### src/rtl/imw_pkg.sv
// Package: shared register codes, sequencer states and the lane-mask helper
// for the indirect access window. Assumes a 32-bit host data path.
package imw_pkg;

    typedef enum logic [2:0] {
        SEL_MEM_RPTR   = 3'd0,
        SEL_MEM_WPTR   = 3'd1,
        SEL_MEM_WDATA  = 3'd2,
        SEL_MEM_RDATA  = 3'd3,
        SEL_PRPH_WADDR = 3'd4,
        SEL_PRPH_RADDR = 3'd5,
        SEL_PRPH_WDATA = 3'd6,
        SEL_PRPH_RDATA = 3'd7
    } imw_sel_e;

    typedef enum logic [1:0] {
        MS_IDLE     = 2'd0,
        MS_RD_ISSUE = 2'd1,
        MS_RD_CAP   = 2'd2,
        MS_WR_ISSUE = 2'd3
    } mem_state_e;

    localparam int CNT_LSB = 24;

    // Turn a byte count minus one into lane enables, filling from lane 0
    function automatic logic [3:0] lanes_from_count(input logic [1:0] cnt);
        logic [3:0] m;
        for (int k = 0; k < 4; k++) begin
            m[k] = (k <= int'(cnt));
        end
        return m;
    endfunction

endpackage

### src/rtl/imw_ptr.sv
// Module: address pointer with load and post-increment.
// Assumes load and advance are never both requested in one cycle; if they
// are, load wins. The increment wraps modulo 2^W.
module imw_ptr #(
    parameter int W    = 32,
    parameter int STEP = 4
) (
    input  logic         clk,
    input  logic         rst_n,
    input  logic         load,
    input  logic [W-1:0] load_val,
    input  logic         advance,
    output logic [W-1:0] ptr
);
    localparam logic [W-1:0] STEP_V = W'(STEP);

    // Pointer register: load from host, else step forward after an access
    always_ff @(posedge clk) begin
        if (!rst_n) begin
            ptr <= '0;
        end else if (load) begin
            ptr <= load_val;
        end else if (advance) begin
            ptr <= ptr + STEP_V;
        end
    end

    assert_ptr_step_R6: assert property (@(posedge clk) disable iff (!rst_n)
        (advance && !load) |=> (ptr == $past(ptr) + STEP_V));

    assert_ptr_hold_R5: assert property (@(posedge clk) disable iff (!rst_n)
        (!advance && !load) |=> $stable(ptr));

endmodule

### src/rtl/imw_mem_seq.sv
// Module: SRAM access sequencer. It runs one read or write at a time
// against a synchronous SRAM whose read data appears one cycle after enable.
// done pulses for one cycle when the access is complete, and read data
// travels with done.
module imw_mem_seq #(
    parameter int AW = 10,
    parameter int DW = 32
) (
    input  logic          clk,
    input  logic          rst_n,
    input  logic          rd_start,
    input  logic          wr_start,
    input  logic [AW-1:0] rd_word,
    input  logic [AW-1:0] wr_word,
    input  logic [DW-1:0] wr_data,
    output logic          busy,
    output logic          done,
    output logic [DW-1:0] rd_data,
    output logic          sram_en,
    output logic          sram_we,
    output logic [AW-1:0] sram_addr,
    output logic [DW-1:0] sram_wdata,
    input  logic [DW-1:0] sram_rdata
);
    import imw_pkg::*;

    mem_state_e state;

    // Access state machine: issue, wait one cycle for read data, finish
    always_ff @(posedge clk) begin
        if (!rst_n) begin
            state      <= MS_IDLE;
            sram_en    <= 1'b0;
            sram_we    <= 1'b0;
            sram_addr  <= '0;
            sram_wdata <= '0;
        end else begin
            case (state)
                MS_IDLE: begin
                    if (rd_start) begin
                        sram_en   <= 1'b1;
                        sram_we   <= 1'b0;
                        sram_addr <= rd_word;
                        state     <= MS_RD_ISSUE;
                    end else if (wr_start) begin
                        sram_en    <= 1'b1;
                        sram_we    <= 1'b1;
                        sram_addr  <= wr_word;
                        sram_wdata <= wr_data;
                        state      <= MS_WR_ISSUE;
                    end
                end
                MS_RD_ISSUE: begin
                    sram_en <= 1'b0;
                    state   <= MS_RD_CAP;
                end
                MS_RD_CAP: begin
                    state <= MS_IDLE;
                end
                default: begin
                    sram_en <= 1'b0;
                    sram_we <= 1'b0;
                    state   <= MS_IDLE;
                end
            endcase
        end
    end

    // Completion flags and read data path
    always_comb begin
        busy    = (state != MS_IDLE);
        done    = (state == MS_RD_CAP) || (state == MS_WR_ISSUE);
        rd_data = (state == MS_RD_CAP) ? sram_rdata : '0;
    end

    assert_read_single_cycle_R4: assert property (@(posedge clk) disable iff (!rst_n)
        (sram_en && !sram_we) |=> (!sram_en && done));

    assert_write_completes_R3: assert property (@(posedge clk) disable iff (!rst_n)
        (sram_en && sram_we) |-> done);

endmodule

### src/rtl/imw_prph_seq.sv
// Module: peripheral request sequencer. It raises one request and holds
// every request field until the peripheral acknowledges it. Assumes
// prph_rdata is valid in the acknowledge cycle.
module imw_prph_seq #(
    parameter int OW = 16,
    parameter int DW = 32
) (
    input  logic          clk,
    input  logic          rst_n,
    input  logic          start,
    input  logic          is_write,
    input  logic [OW-1:0] off,
    input  logic [1:0]    cnt,
    input  logic [DW-1:0] wdata,
    output logic          busy,
    output logic          done,
    output logic [DW-1:0] rd_data,
    output logic          prph_req,
    output logic          prph_we,
    output logic [OW-1:0] prph_addr,
    output logic [3:0]    prph_be,
    output logic [DW-1:0] prph_wdata,
    input  logic          prph_ack,
    input  logic [DW-1:0] prph_rdata
);
    import imw_pkg::*;

    // Request register: load on start, release on acknowledge
    always_ff @(posedge clk) begin
        if (!rst_n) begin
            busy       <= 1'b0;
            prph_req   <= 1'b0;
            prph_we    <= 1'b0;
            prph_addr  <= '0;
            prph_be    <= '0;
            prph_wdata <= '0;
        end else if (!busy) begin
            if (start) begin
                busy       <= 1'b1;
                prph_req   <= 1'b1;
                prph_we    <= is_write;
                prph_addr  <= off;
                prph_be    <= lanes_from_count(cnt);
                prph_wdata <= is_write ? wdata : '0;
            end
        end else if (prph_ack) begin
            busy     <= 1'b0;
            prph_req <= 1'b0;
        end
    end

    // Completion pulse and read data returned with it
    always_comb begin
        done    = busy && prph_ack;
        rd_data = (done && !prph_we) ? prph_rdata : '0;
    end

    assert_req_held_R8: assert property (@(posedge clk) disable iff (!rst_n)
        (prph_req && !prph_ack) |=> (prph_req && $stable(prph_addr)
                                     && $stable(prph_be) && $stable(prph_we)
                                     && $stable(prph_wdata)));

    assert_be_legal_R8: assert property (@(posedge clk) disable iff (!rst_n)
        prph_req |-> (prph_be == 4'b0001 || prph_be == 4'b0011 ||
                      prph_be == 4'b0111 || prph_be == 4'b1111));

endmodule

### src/rtl/idx_mem_window.sv
// Module: host register window with indirect, auto-incrementing access to
// an SRAM and to a peripheral register space. Assumes the host issues
// one-cycle requests and waits for host_ready before the next request.
// Requests that arrive while a transfer is in flight are dropped.
module idx_mem_window #(
    parameter int MEM_AW  = 10,
    parameter int PRPH_OW = 16
) (
    input  logic               clk,
    input  logic               rst_n,
    input  logic               host_req,
    input  logic               host_we,
    input  logic [2:0]         host_sel,
    input  logic [31:0]        host_wdata,
    output logic               host_ready,
    output logic [31:0]        host_rdata,
    output logic               sram_en,
    output logic               sram_we,
    output logic [MEM_AW-1:0]  sram_addr,
    output logic [31:0]        sram_wdata,
    input  logic [31:0]        sram_rdata,
    output logic               prph_req,
    output logic               prph_we,
    output logic [PRPH_OW-1:0] prph_addr,
    output logic [3:0]         prph_be,
    output logic [31:0]        prph_wdata,
    input  logic               prph_ack,
    input  logic [31:0]        prph_rdata
);
    import imw_pkg::*;

    localparam int DW    = 32;
    localparam int WLSB  = 2;
    localparam int WMSB  = MEM_AW + WLSB - 1;

    logic [DW-1:0]      rptr, wptr;
    logic [PRPH_OW-1:0] pw_off, pr_off;
    logic [1:0]         pw_cnt, pr_cnt;
    logic               mem_busy, mem_done, prph_busy, prph_done;
    logic [DW-1:0]      mem_rd_data, prph_rd_data;
    logic               accept, ld_rptr, ld_wptr, ld_pw, ld_pr;
    logic               mem_wr_go, mem_rd_go, pr_wr_go, pr_rd_go;
    logic               engine_go, simple_go;
    logic [DW-1:0]      pw_view, pr_view, reg_view;

    // Request decode: accept only when no transfer is outstanding
    always_comb begin
        accept    = host_req && !mem_busy && !prph_busy;
        ld_rptr   = accept &&  host_we && (host_sel == SEL_MEM_RPTR);
        ld_wptr   = accept &&  host_we && (host_sel == SEL_MEM_WPTR);
        ld_pw     = accept &&  host_we && (host_sel == SEL_PRPH_WADDR);
        ld_pr     = accept &&  host_we && (host_sel == SEL_PRPH_RADDR);
        mem_wr_go = accept &&  host_we && (host_sel == SEL_MEM_WDATA);
        mem_rd_go = accept && !host_we && (host_sel == SEL_MEM_RDATA);
        pr_wr_go  = accept &&  host_we && (host_sel == SEL_PRPH_WDATA);
        pr_rd_go  = accept && !host_we && (host_sel == SEL_PRPH_RDATA);
        engine_go = mem_wr_go || mem_rd_go || pr_wr_go || pr_rd_go;
        simple_go = accept && !engine_go;
    end

    // Read-back views of the peripheral address registers
    always_comb begin
        pw_view = '0;
        pr_view = '0;
        pw_view[PRPH_OW-1:0]        = pw_off;
        pw_view[CNT_LSB+1:CNT_LSB]  = pw_cnt;
        pr_view[PRPH_OW-1:0]        = pr_off;
        pr_view[CNT_LSB+1:CNT_LSB]  = pr_cnt;
    end

    // Register read mux for accesses that complete in one cycle
    always_comb begin
        case (imw_sel_e'(host_sel))
            SEL_MEM_RPTR:   reg_view = rptr;
            SEL_MEM_WPTR:   reg_view = wptr;
            SEL_PRPH_WADDR: reg_view = pw_view;
            SEL_PRPH_RADDR: reg_view = pr_view;
            default:        reg_view = '0;
        endcase
    end

    // Peripheral address registers keep only the offset and count fields
    always_ff @(posedge clk) begin
        if (!rst_n) begin
            pw_off <= '0;
            pw_cnt <= '0;
            pr_off <= '0;
            pr_cnt <= '0;
        end else begin
            if (ld_pw) begin
                pw_off <= host_wdata[PRPH_OW-1:0];
                pw_cnt <= host_wdata[CNT_LSB+1:CNT_LSB];
            end
            if (ld_pr) begin
                pr_off <= host_wdata[PRPH_OW-1:0];
                pr_cnt <= host_wdata[CNT_LSB+1:CNT_LSB];
            end
        end
    end

    // Completion pulse and returned data toward the host
    always_ff @(posedge clk) begin
        if (!rst_n) begin
            host_ready <= 1'b0;
            host_rdata <= '0;
        end else if (simple_go) begin
            host_ready <= 1'b1;
            host_rdata <= host_we ? '0 : reg_view;
        end else if (mem_done) begin
            host_ready <= 1'b1;
            host_rdata <= mem_rd_data;
        end else if (prph_done) begin
            host_ready <= 1'b1;
            host_rdata <= prph_rd_data;
        end else begin
            host_ready <= 1'b0;
        end
    end

    imw_ptr #(.W(DW), .STEP(4)) u_rptr (
        .clk      (clk),
        .rst_n    (rst_n),
        .load     (ld_rptr),
        .load_val (host_wdata),
        .advance  (mem_rd_go),
        .ptr      (rptr)
    );

    imw_ptr #(.W(DW), .STEP(4)) u_wptr (
        .clk      (clk),
        .rst_n    (rst_n),
        .load     (ld_wptr),
        .load_val (host_wdata),
        .advance  (mem_wr_go),
        .ptr      (wptr)
    );

    imw_mem_seq #(.AW(MEM_AW), .DW(DW)) u_mem (
        .clk        (clk),
        .rst_n      (rst_n),
        .rd_start   (mem_rd_go),
        .wr_start   (mem_wr_go),
        .rd_word    (rptr[WMSB:WLSB]),
        .wr_word    (wptr[WMSB:WLSB]),
        .wr_data    (host_wdata),
        .busy       (mem_busy),
        .done       (mem_done),
        .rd_data    (mem_rd_data),
        .sram_en    (sram_en),
        .sram_we    (sram_we),
        .sram_addr  (sram_addr),
        .sram_wdata (sram_wdata),
        .sram_rdata (sram_rdata)
    );

    imw_prph_seq #(.OW(PRPH_OW), .DW(DW)) u_prph (
        .clk        (clk),
        .rst_n      (rst_n),
        .start      (pr_wr_go || pr_rd_go),
        .is_write   (pr_wr_go),
        .off        (pr_wr_go ? pw_off : pr_off),
        .cnt        (pr_wr_go ? pw_cnt : pr_cnt),
        .wdata      (host_wdata),
        .busy       (prph_busy),
        .done       (prph_done),
        .rd_data    (prph_rd_data),
        .prph_req   (prph_req),
        .prph_we    (prph_we),
        .prph_addr  (prph_addr),
        .prph_be    (prph_be),
        .prph_wdata (prph_wdata),
        .prph_ack   (prph_ack),
        .prph_rdata (prph_rdata)
    );

    assert_one_port_busy_R10: assert property (@(posedge clk) disable iff (!rst_n)
        $onehot0({sram_en, prph_req}));

    assert_reg_access_one_cycle_R2: assert property (@(posedge clk) disable iff (!rst_n)
        simple_go |=> host_ready);

    assert_mem_read_not_early_R4: assert property (@(posedge clk) disable iff (!rst_n)
        mem_rd_go |=> (!host_ready && sram_en));

    assert_wptr_untouched_by_read_R5: assert property (@(posedge clk) disable iff (!rst_n)
        (mem_rd_go && !ld_wptr) |=> $stable(wptr));

endmodule

### config.mk
export PLATFORM = sky130hd
export DESIGN_NAME = idx_mem_window
export DESIGN_NICKNAME = d
export VERILOG_FILES = /design/src/rtl/imw_pkg.sv /design/src/rtl/imw_ptr.sv /design/src/rtl/imw_mem_seq.sv /design/src/rtl/imw_prph_seq.sv /design/src/rtl/idx_mem_window.sv
export SDC_FILE = /design/constraint.sdc
export NUM_CORES = 1
export LEC_CHECK = 0
export BUFFER_PORTS_ARGS = -buffer_cell sky130_fd_sc_hd__buf_4
export CAP_MARGIN = 20
export CORE_ASPECT_RATIO = 1.1
export CORE_MARGIN = 2
export CORE_UTILIZATION = 50
export DETAILED_ROUTE_END_ITERATION = 12
export PLACE_DENSITY = 0.84
export SKIP_LAST_GASP = 1
export SYNTH_ARGS = -nofsm -noshare
export SYNTH_HDL_FRONTEND = slang
export SYNTH_SLANG_ARGS = --single-unit
### constraint.sdc
create_clock -name clk -period 2.35 [get_ports clk]
set_clock_uncertainty 0.05 [all_clocks]
set_input_delay 0.705 -clock clk [delete_from_list [all_inputs] [get_ports clk]]
set_output_delay 0.705 -clock clk [all_outputs]
set_load 0.1 [all_outputs]
==> Word level (Yosys, flattened, before mapping) <==
Index checks and enable logic that the tools add are counted.
{ "word_totals": {"register_bits": 234, "latchBits": 0, "ram_bits": 0, "rom_bits": 0, "input_bits": 104, "output_inout_bits": 131, "memories": 0} }
{ "op_classes": {"n_addsub": 2, "n_mul": 0, "div_mod_pow": 0, "n_lt_le_gt_ge": 3, "eq_ne": 12, "shifts": 0, "mux": 33, "bitwise_logic": 4, "reduce_logical": 40} }
{ "ops": {"columns": ["operator", "count"], "rows": [
  ["$mux W32", 11],
  ["$pmux W32 S4", 1],
  ["$add A32 B3 Y32 const B", 2],
  ["$mux W10", 2],
  ["$mux W16", 1],
  ["$logic_and A1 B1 Y1", 15],
  ["$eq A3 B3 Y1 const B", 4],
  ["$mux W1", 12],
  ["$reduce_and A2 Y1", 5],
  ["$reduce_bool A2 Y1", 5],
  ["$eq A3 B2 Y1 const B", 2],
  ["$mux W2", 3],
  ["$logic_not A1 Y1", 5],
  ["$logic_or A1 B1 Y1", 5],
  ["$eq A2 B2 Y1 const B", 2],
  ["$le A2 B2 Y1 const A", 2],
  ["$not A1 Y1", 4],
  ["$pmux W1 S2", 2],
  ["$pmux W2 S2", 1],
  ["$eq A3 B1 Y1 const B", 1],
  ["$logic_not A3 Y1", 1],
  ["$ne A3 B3 Y1 const B", 1],
  ["$reduce_and A3 Y1", 1],
  ["$reduce_bool A3 Y1", 1],
  ["5 further kinds", 5]
]} }

==> Depth between registers and ports, before layout <==
{ "logic_depth": {"ltp_word": 12, "depth_mapped": 10, "ltp_nobuf": 7} }

==> Modules after synthesis <==
Synthesis repeated with hierarchy kept, for this count alone.
{ "hier_totals": {"cells_unflattened": 1477, "area_unflattened_um2": 12567.1} }
{ "by_module_without_submodules": {"columns": ["mod", "instances", "cells_each", "area_each_um2", "seq_area_each_um2"], "rows": [
  ["idx_mem_window", 1, 486, 4345.4, 1381.3],
  ["imw_ptr", 2, 233, 1864.3, 640.6],
  ["imw_prph_seq", 1, 278, 2417.3, 1101.1],
  ["imw_mem_seq", 1, 247, 2075.7, 920.9]
]} }

==> Worst setup path after synthesis <==
OpenSTA, ideal clock, no wires.
{ "synth_timing": {"path_kind": "in2reg", "startpoint": "in host_sel[0]", "endpoint": "reg u_wptr.ptr[30]", "setup_time_ns": 0.074, "t_arrival_ns": 2.161, "setup_slack_ns": 0.064, "stages": 6, "path_cell_list": "buf_2 -> nand2b_1 -> or3_4 -> buf_6 -> or4_1 -> a31oi_1"} }
{ "synth_via": {"elab_chain_cells": 3, "elab_cells_between_ends": 6} }
{ "synth_lines": {"columns": ["item", "line_no", "source"], "rows": [
  ["from (decl)", "idx_mem_window.sv:13", "input logic [2:0] host_sel,"],
  ["$eq A3 B1 Y1 / $eq A3 B2 Y1 (equally long branches)", "idx_mem_window.sv:50, idx_mem_window.sv:53", null],
  ["$logic_and A1 B1 Y1 (on tied branches)", "idx_mem_window.sv:50, idx_mem_window.sv:53", null],
  ["$mux W32 / $reduce_bool A2 Y1 (equally long branches)", null, null],
  ["to (signal assigned)", "imw_ptr.sv:22", "ptr <= load_val;"],
  ["to (signal assigned)", "imw_ptr.sv:24", "ptr <= ptr + STEP_V;"],
  ["to (decl)", "imw_ptr.sv:13", "output logic [W-1:0] ptr"]
]} }
Parallel ways exist; a longest one is shown, timed or not.
A chain may end at the register's enable or synchronous reset.

==> Worst setup path after layout <==
{ "layout_timing": {"startpoint": "reg u_mem.state[0]", "endpoint": "reg u_wptr.ptr[8]"} }
{ "layout_via": {"elab_chain_cells": 7, "elab_cells_between_ends": 9} }
{ "layout_lines": {"columns": ["item", "line_no", "source"], "rows": [
  ["from (decl)", "imw_mem_seq.sv:27", "mem_state_e state;"],
  ["from (signal assigned)", "imw_mem_seq.sv:32", "state <= MS_IDLE;"],
  ["from (signal assigned)", "imw_mem_seq.sv:44", "state <= MS_RD_ISSUE;"],
  ["from (signal assigned)", "imw_mem_seq.sv:50", "state <= MS_WR_ISSUE;"],
  ["$reduce_bool A2 Y1 *", "imw_mem_seq.sv:71", "busy = (state != MS_IDLE);"],
  ["$logic_not A1 Y1 *", "idx_mem_window.sv:48", "accept = host_req && !mem_busy && !prph_busy;"],
  ["$logic_and A1 B1 Y1 * (2 in a row)", "idx_mem_window.sv:48", null],
  ["$logic_and A1 B1 Y1 *", "idx_mem_window.sv:50, idx_mem_window.sv:53", null],
  ["$logic_and A1 B1 Y1 (on tied branches)", "idx_mem_window.sv:50, idx_mem_window.sv:53", null],
  ["$mux W32 / $reduce_bool A2 Y1 (equally long branches)", null, null]
]} }
Mark *: on every way between the ends. The rest lies on a longest branch, timed or not.

==> flow_metrics.tcl <==
set metrics [dict create \
    synthDistinctLibCells 65 \
    yosys.area_share.simple 0.224 \
    cts_tree "done" \
    postSynthAreaPerCell_um2 8.25 \
    status "complete, no violations" \
    ys_seq_area_frac 0.428 \
    path_max_fanout 22 \
    synth_top_area_share 0.428 \
    clk_path_buf_depth 3 \
    fin_crit_ns 2.24 \
    hp-class "reg2reg" \
    place_area_um2 13400 \
    synth.most_common_cell "dfxtp_1" \
    stdcell_area_um2 14200 \
    vias 11600 \
    drc 0 \
    design.core.area_um2 21400 \
    vdd_drop_max_mv 0.599 \
    report.final.slew_viol_count 0 \
    die-area_um2 23100 \
    synth_mux_area_frac 0.0478 \
    synth-edff-count 0 \
    cp-startpoint "u_mem.state[0]$_SDFFE_PN0P_" \
    p_leak_nw 5.55 \
    ios 235 \
    avgRoutedWirePerCell_um 20.4 \
    cpPeakStageDelay_ns 0.47 \
    drive_above_1_share 0.248 \
    worstMarginPinSlew_ns 0.723 \
    multiInputGateArea_um2 5790 \
    regArea_um2 4680 \
    period_share 0.955 \
    cp_slowest_cell "or3_4" \
    maxCapViolCount 0 \
    syn-num-nets 1438 \
    setup_viol 0 \
    drt-initial-drc-count 1364 \
    clk_pin_slew_worst_paths_ns 0.06 \
    clk_latency_ns 0.54 \
    synth_area_um2 10900 \
    drt_wl_total_um 38100 \
    ys_async_sr_fraction 0 \
    initial_core_util 0.511 \
    finalPower_w 0.0113 \
    hold_viol 0 \
    crit_path_cell_trace "inv_1 -> ha_2 -> nand4b_4 -> or3_4 -> buf_4 -> or3_1 -> a31oi_1" \
    crit_type "reg2reg" \
    detailed_place_hpwl_um 26500 \
    cts-root-buf "clkbuf_16" \
    grt_pass1_vias 11000 \
    fmax_ghz 0.446 \
    cts_setup_buffers 0 \
    layout.nets 1674 \
    grt_use_total 0.316 \
    slew_headroom 0.517 \
    timing.rr.start "u_mem.state[0]$_SDFFE_PN0P_" \
    end_kind "flop" \
    gp_congestion 0.944 \
    synth_area_leaders "dfxtp_1, nand2_1, a21oi_1, nor2_1, a222oi_1" \
    cp.arrival_ns 2.64 \
    grt_max_degree 123 \
    port_buffers 234 \
    synthCells 1327 \
    ys.flop_type "dfxtp_1" \
    synth_top_family_by_area "compound AO/OA/AOI/OAI gates" \
    start_kind "flop" \
    synthAdderAreaFrac 0.00800 \
    fin_setup_tns_ns 0 \
    yosys-top-cells-count "dfxtp_1, nand2_1, a21oi_1" \
    htree_levels 1 \
    cts_inserted_buffers 25 \
    filler_cell_count 1782 \
    antenna_found_initial 0 \
    synth.largest_area_cell "dfxtp_1" \
    yosys_warnings 0 \
    syn2layout_area_growth_pct 30.1 \
    viasPerCell 6.21 \
    antenna_cells 0 \
    die_y_um 159 \
    antenna_left 0 \
    rsz0062_at_grt "no" \
    grt_pass1_wl_um 59600 \
    cts.sinks 234 \
    die_w_um 145 \
    synth-compound-area-share 0.238 \
    synth_seq_cells 234 \
    synth-xor-area-share 0.00880 \
    drt-pass1-iter-count 8 \
    cp.required_ns 2.75 \
    pwr_density_cell_nw_per_um2 793 \
    min_from "u_rptr.ptr[1]$_SDFFE_PN0P_" \
    grt_overflow 0 \
    rows 56 \
]
==> state kept, by name, summed over array words and instances, names as in the netlist, 2 cells and up <==
signal / cells
host_rdata: 32
u_mem.sram_wdata: 32
u_prph.prph_wdata: 32
u_rptr.ptr: 32
u_wptr.ptr: 32
pr_off: 16
pw_off: 16
u_prph.prph_addr: 16
u_mem.sram_addr: 10
u_prph.prph_be: 4
pr_cnt: 2
pw_cnt: 2
u_mem.state: 2
==> per-layer routing <==
metal  share of wire  GRT usage  wire length, um
met2            0.46      0.516            17400
met3            0.11     0.0679             4200
met1            0.40      0.412            15100
met4           0.038      0.118             1440
met5               0          0                0
==> worst max-delay path, delay by kind of cell, from the launching register on <==
kind	cells	cell delay, ns
buffers and inverters	2	0.37
DFF	1	0.34
AOI/OAI and AO/OA	1	0.16
and+or+nand+nor	3	1.01
adders and majority gates	1	0.24
==> power breakdown <==
group | leakage (nW) | internal (W) | switching [W]
sequential | 1.89 | 0.00418 | 0.000150
combinational | 3.26 | 0.000890 | 0.00217
clock | 0.403 | 0.00230 | 0.00161
total | 5.55 | 0.00737 | 0.00393
==> final timing paths <==
check	endpoint	slack, ns	cells after the start
min	u_rptr.ptr[1]$_SDFFE_PN0P_	0.40	2
max reg2reg	u_wptr.ptr[8]$_SDFFE_PN0P_	0.11	7
max	u_wptr.ptr[8]$_SDFFE_PN0P_	0.11	7
min reg2reg	u_rptr.ptr[1]$_SDFFE_PN0P_	0.40	2
==> layout make-up <==
type / instances / share of cell area
clock buffers: 34 / 0.0491
clock inverters: 10 / 0.00729
inverters: 9 / 0.00272
multi-input cells: 972 / 0.407
flip-flops and latches: 234 / 0.329
well taps: 290 / 0.0255
repair buffers: 321 / 0.180
==> timing repair <==
item | 4_1_cts | 5_1_grt
resized for setup | 1 | 3
endpoints found under the hold margin | 0 | 0
hold buffers | 0 | 0
endpoints found under the setup margin | 15 | 49
==> stage by stage <==
stage,util,instances,setup WS (ns),hold WS (ns)
final,0.664,1870,0.107,0.402
after global routing,0.664,1870,0.00678,0.407
after CTS,0.664,1870,0.0720,0.404
after detailed placement,0.626,1826,-0.268,0.396
after global placement,0.626,1826,-0.173,0.388
after floorplan,-,1327,0.0644,0.382
==> cell usage in the layout, fill, tap and decap left out, types with 4 or more instances in the layout <==
cell,n
clkbuf_16,25
nand3_1,39
a22o_1,5
a31oi_1,35
dfxtp_1,234
inv_1,8
or3_1,15
a222oi_1,32
buf_12,12
a211oi_1,31
nor2b_1,11
or4_1,8
nand2_1,228
a21oi_1,129
clkbuf_8,4
o211ai_1,10
xor2_1,9
o21ai_0,48
clkbuf_1,5
a32oi_1,4
and3_1,34
buf_4,309
nand4_1,26
a2bb2oi_1,4
and4_1,4
clkinv_2,7
o21a_1,20
mux4_2,8
mux2i_1,32
a311oi_1,18
a22oi_1,41
nor2_1,110
nor3_1,10
ha_1,6
==> cell families after synthesis <==
logic type | after synthesis
XOR/XNOR | 11
flip-flops | 234
adder cells (fa/ha/maj) | 7
buffers and inverters | 121
AND/OR/NAND/NOR | 519
multiplexers | 42
AO/OA/AOI/OAI | 393
(Power assumes the default switching activity.)
